[src/rtl/baud_nco_pkg.sv]
package baud_nco_pkg;
  // Default geometry of the generator
  parameter int unsigned DEF_ACC_W = 16;
  parameter int unsigned DEF_OVS   = 16;

  // Width needed to count 0 .. n-1 (at least one bit)
  function automatic int unsigned cnt_width(input int unsigned n);
    return (n <= 2) ? 1 : $clog2(n);
  endfunction
endpackage

[src/rtl/baud_nco_acc.sv]
module baud_nco_acc #(
  parameter int unsigned ACC_W = 16
) (
  input  logic             clk,
  input  logic             rst,
  input  logic             run_i,
  input  logic [ACC_W-1:0] inc_i,
  output logic             tick_o
);
  logic [ACC_W-1:0] acc_q;
  logic [ACC_W:0]   sum;

  assign sum = {1'b0, acc_q} + {1'b0, inc_i};

  always_ff @(posedge clk) begin
    if (rst || !run_i) begin
      acc_q  <= '0;
      tick_o <= 1'b0;
    end else begin
      acc_q  <= sum[ACC_W-1:0];
      tick_o <= sum[ACC_W];
    end
  end


  wrap_tick_chk: assert property (@(posedge clk) disable iff (rst)
    tick_o |-> (acc_q < $past(acc_q)));
endmodule

[src/rtl/baud_nco_div.sv]
module baud_nco_div #(
  parameter int unsigned OVS = 16
) (
  input  logic clk,
  input  logic rst,
  input  logic run_i,
  input  logic tick_i,
  output logic bit_o
);
  import baud_nco_pkg::*;
  localparam int unsigned CW = cnt_width(OVS);

  generate
    if (OVS == 1) begin : g_pass
      always_ff @(posedge clk) begin
        if (rst || !run_i) bit_o <= 1'b0;
        else               bit_o <= tick_i;
      end
    end else begin : g_cnt
      localparam logic [CW-1:0] LAST = CW'(OVS - 1);
      logic [CW-1:0] cnt_q;
      always_ff @(posedge clk) begin
        if (rst || !run_i) begin
          cnt_q <= '0;
          bit_o <= 1'b0;
        end else begin
          bit_o <= tick_i && (cnt_q == LAST);
          if (tick_i) cnt_q <= (cnt_q == LAST) ? '0 : cnt_q + 1'b1;
        end
      end


      bit_single_chk: assert property (@(posedge clk) disable iff (rst)
        bit_o |=> !bit_o);
    end
  endgenerate
endmodule

[src/rtl/baud_nco.sv]
module baud_nco #(
  parameter int unsigned ACC_W = baud_nco_pkg::DEF_ACC_W,
  parameter int unsigned OVS   = baud_nco_pkg::DEF_OVS
) (
  input  logic             clk,
  input  logic             rst,
  input  logic             en_i,
  input  logic [ACC_W-1:0] inc_i,
  output logic             tick16_o,
  output logic             bit_tick_o
);
  logic run;
  logic t16;
  logic tbit;

  assign run = en_i && (inc_i != '0);

  baud_nco_acc #(.ACC_W(ACC_W)) u_acc (
    .clk(clk), .rst(rst), .run_i(run), .inc_i(inc_i), .tick_o(t16)
  );

  baud_nco_div #(.OVS(OVS)) u_div (
    .clk(clk), .rst(rst), .run_i(run), .tick_i(t16), .bit_o(tbit)
  );

  assign tick16_o   = t16;
  assign bit_tick_o = tbit;


  bit_after_tick_chk: assert property (@(posedge clk) disable iff (rst)
    bit_tick_o |-> $past(tick16_o));


  idle_quiet_chk: assert property (@(posedge clk) disable iff (rst)
    !run |=> (!tick16_o && !bit_tick_o));
endmodule

[config.mk]
export PLATFORM = sky130hd
export DESIGN_NAME = baud_nco
export DESIGN_NICKNAME = d
export VERILOG_FILES = /design/src/rtl/baud_nco_pkg.sv /design/src/rtl/baud_nco_acc.sv /design/src/rtl/baud_nco_div.sv /design/src/rtl/baud_nco.sv
export SDC_FILE = /design/constraint.sdc
export NUM_CORES = 1
export LEC_CHECK = 0
export ABC_AREA = 1
export BUFFER_PORTS_ARGS = -buffer_cell sky130_fd_sc_hd__buf_2
export CAP_MARGIN = 20
export CELL_PAD_IN_SITES_DETAIL_PLACEMENT = 1
export CELL_PAD_IN_SITES_GLOBAL_PLACEMENT = 1
export CORE_MARGIN = 3
export CORE_UTILIZATION = 43
export CTS_BUF_LIST = sky130_fd_sc_hd__clkbuf_16
export DETAILED_ROUTE_END_ITERATION = 10
export PLACE_DENSITY = 0.92
export REMOVE_ABC_BUFFERS = 1
export SYNTH_ARGS = -nofsm -noshare
export SYNTH_HDL_FRONTEND = slang
export SYNTH_HIERARCHICAL = 1
export SYNTH_SLANG_ARGS = --single-unit
[constraint.sdc]
create_clock -name clk -period 4.3 [get_ports clk]
set_input_delay 0.86 -clock clk [delete_from_list [all_inputs] [get_ports clk]]
set_output_delay 0.86 -clock clk [all_outputs]
set_load 0.01 [all_outputs]
==> impl_results.md <==
- Setup Skew: 2.66 ps
- Clock transition at path regs: 60 ps
- Top delay family on crit path: simple AND/OR/NAND/NOR gates
- Filler instances: 527
- DIE AREA: 4650 sq um
- Hold Buf Count CTS: 0
- Synth Instances: 269
- Max Cap Viol: 0
- Post-CTS sizing: 0
- R2R Setup Slk: 2570 ps
- Share of layout cells above drive strength 1: 13.0%
- Tot Pwr: 0.643 mW
- Num ports: 21
- Vias in the first global route: 1,749
- Initial cell density of the core: 47.2%
- GR Util met3: 4.76%
- Top cell by count, worst path: nor2_1
- Fin. Hold Viols: 0
- GPL Wtd Cong: 0.831
- Critical Path AT: 2620 ps
- Antenna diode count: 0
- Pwr Density: 337 nW/um^2
- Worst R2R Path Depth: 8
- Setup Slack @ Placement: 1600 ps
- Largest net degree at the start of global routing: 16
- Period utilization: 56.5%
- Post-Route WL: 4.63 mm
- Finish-stage setup viols: 0
- Setup bufs post-CTS: 0
- CTS Buffer Depth: 2
- Met2 Use GR: 40.7%
- TritonCTS clock tree: built
- VDD IR max: 0.222 mV
- Kind of critical path: primary input to flop
- Slew @ Worst Pin: 1000 ps
- Yosys cell types: 22
- M1 GR Usage: 27.0%
- Post-Syn Area: 1660 sq um
- Busiest grt layer: met2
- Die height: 68.2 microns
- Static leakage: 1.06 nW
- WL/cell: 13.7 microns
- Synth Register Bits: 22
- Worst hold margin: 495 ps
- Via-to-Cell Ratio: 5.10
- Buf/Inv on CP: 2
- Initial DRT Pass Iterations: 4
- CTS Root Cell: clkbuf_16
- Row cnt: 21
- Total CTS buffers: 3
- CP required: 4490 ps
- Vias: 1,723
- CTS H-tree lvls: 1
- Hold wc startpoint: u_div/g_cnt.cnt_q[3]$_SDFFE_PP0P_
- RSZ-0062 raised after global routing: false
- Congestion Overflow GR: 0
- Critical Path Start Type: primary input
- Slew HR: 32.8%
- CP Capture Type: flop
- Status: complete, no violations
- P&R area growth vs syn: 15.0%
- Clock sink total: 22
- GRT Util Overall: 23.0%
- Core ar.: 3520 sq um
- Hold Path Cell Cnt: 2
- Initial antenna violation count: 0
- # DRC: 0
- First-pass GRT wire length: 7.95 mm
- Slowest cell on the critical path: nor2_1
- Post-DP HPWL: 3.49 mm
- Sequential share of the synthesized area: 26.5%
- PnR worst setup slack: 1870 ps
- Final min period: 2430 ps
- YS warnings: 6
- Synthesized area per cell: 6.18 sq um
- Final net count: 330
- Worst skew pair latency: 260 ps
- Antenna viol nets, final: 0
- Worst Hold End: u_div/g_cnt.cnt_q[3]$_SDFFE_PP0P_
- Worst r2r dst: u_acc/tick_o$_SDFF_PP0_
- R2r startpoint: u_acc/acc_q[0]$_SDFF_PP0_
- Initial DRC count: 86
- Peak fanout along the critical path: 15
- Max Clock Freq: 0.412 GHz
- Final-report max-slew violation count: 0
- Die width: 68.2 microns
- Min-Delay Path Class: flop to flop
- CP max stage delay: 760 ps
- Setup TNS: 0 ps
- # port buffers: 20
- Critical path, cell by cell: buf_2, nor2_1, nand2_1, nor2_1, a21oi_1, inv_1, nor2_1, o21ai_0, a21oi_1
worst max path at each step:
stage              from                         to  slack (ps)  cells after the start
4_1_cts        inc_i[1]  u_acc/acc_q[3]$_SDFF_PP0_        1900                      9
3_5_place_dp   inc_i[1]  u_acc/acc_q[3]$_SDFF_PP0_        1600                      9
3_3_place_gp   inc_i[1]  u_acc/acc_q[4]$_SDFF_PP0_        1790                      9
5_1_grt        inc_i[1]  u_acc/acc_q[4]$_SDFF_PP0_        1640                      9
6_report       inc_i[1]  u_acc/acc_q[3]$_SDFF_PP0_        1870                      9
2_1_floorplan  inc_i[0]    u_acc/tick_o$_SDFF_PP0_        2210                      8
cells by family after synthesis:
family	count (synthesis)	synth area share [%]
fa+ha+maj	18	14.0
compound gates	31	10.1
simple gates	150	38.0
buf+inv	48	11.4
flops	22	26.5
Yosys cell counts:
master	count	share of area, %
a21oi_4	1	0.98
inv_1	43	9.7
nand3_2	1	0.60
o21ai_0	9	2.7
a21oi_1	20	6.0
a31oi_1	1	0.38
and2_2	1	0.45
nor3_1	1	0.30
fa_1	1	1.2
clkbuf_8	1	0.83
ha_1	17	13
nand2_1	87	20
or2_1	1	0.38
dfxtp_1	22	27
nand3b_1	2	0.90
nand4_1	1	0.38
nand3_1	8	2.4
or2_0	2	0.75
nor3_2	3	1.8
nand2_2	4	1.5
inv_2	4	0.90
nor2_1	39	8.8
placed cells by master, fill, tap and decap left out:
cell / instances
clkbuf_16: 3
nand2_2: 4
nand4_1: 1
nand3b_1: 2
and2_2: 1
nor3_2: 3
inv_1: 43
a21oi_1: 20
a21oi_4: 1
ha_1: 17
nor2_1: 39
or2_1: 1
nand2_1: 87
dfxtp_1: 22
buf_2: 20
or2_0: 2
nor3_1: 1
nand3_2: 1
fa_1: 1
nand3_1: 8
inv_2: 4
a31oi_1: 1
o21ai_0: 9
bufinv_16: 1
sequential cells by signal, indices dropped and copies added (netlist names):
signal	flops
u_acc/acc_q	16
u_div/g_cnt.cnt_q	4
u_acc/tick_o	1
u_div/bit_o	1
layout make-up:
cell class | instances | area (sq um) | area share (%)
Clock inverter | 1 | 30.0 | 1.57
Clock buffer | 3 | 75.1 | 3.93
Timing Repair Buffer | 20 | 100 | 5.24
Tap cell | 46 | 57.6 | 3.01
Multi-Input combinational cell | 199 | 1030 | 54.0
Inverter | 47 | 176 | 9.23
Sequential cell | 22 | 440 | 23.1
through the flow:
stage	instance area, sq um	util (%)	instances
finish	1910	54.3	338
global route	1910	54.3	338
CTS	1910	54.3	338
detailed placement	1810	51.3	334
global placement	1810	51.3	334
floorplan	1650	-	268
power breakdown:
| part | switching, mW | leakage [nW] | total [mW] | internal, mW |
|---|---|---|---|---|
| registers | 0.00479 | 0.180 | 0.220 | 0.215 |
| logic | 0.102 | 0.827 | 0.154 | 0.0529 |
| clock network | 0.0836 | 0.0511 | 0.269 | 0.185 |
per-layer routing:
metal,vias to the layer above,share of wire [%]
li1,878,-
met5,-,0
met2,31,50
met3,11,3.3
met1,803,44
met4,0,2.7
worst reg2reg max path, cell delays in order (launching register included):
cell     delay [ps]
dfxtp_1         300
ha_1            200
fa_1            410
nand3_1         100
nand3_1         150
nand3_1         130
nand3_2         100
a21oi_1         180
nor2_1           60
Power figures use the tool's default switching activity.
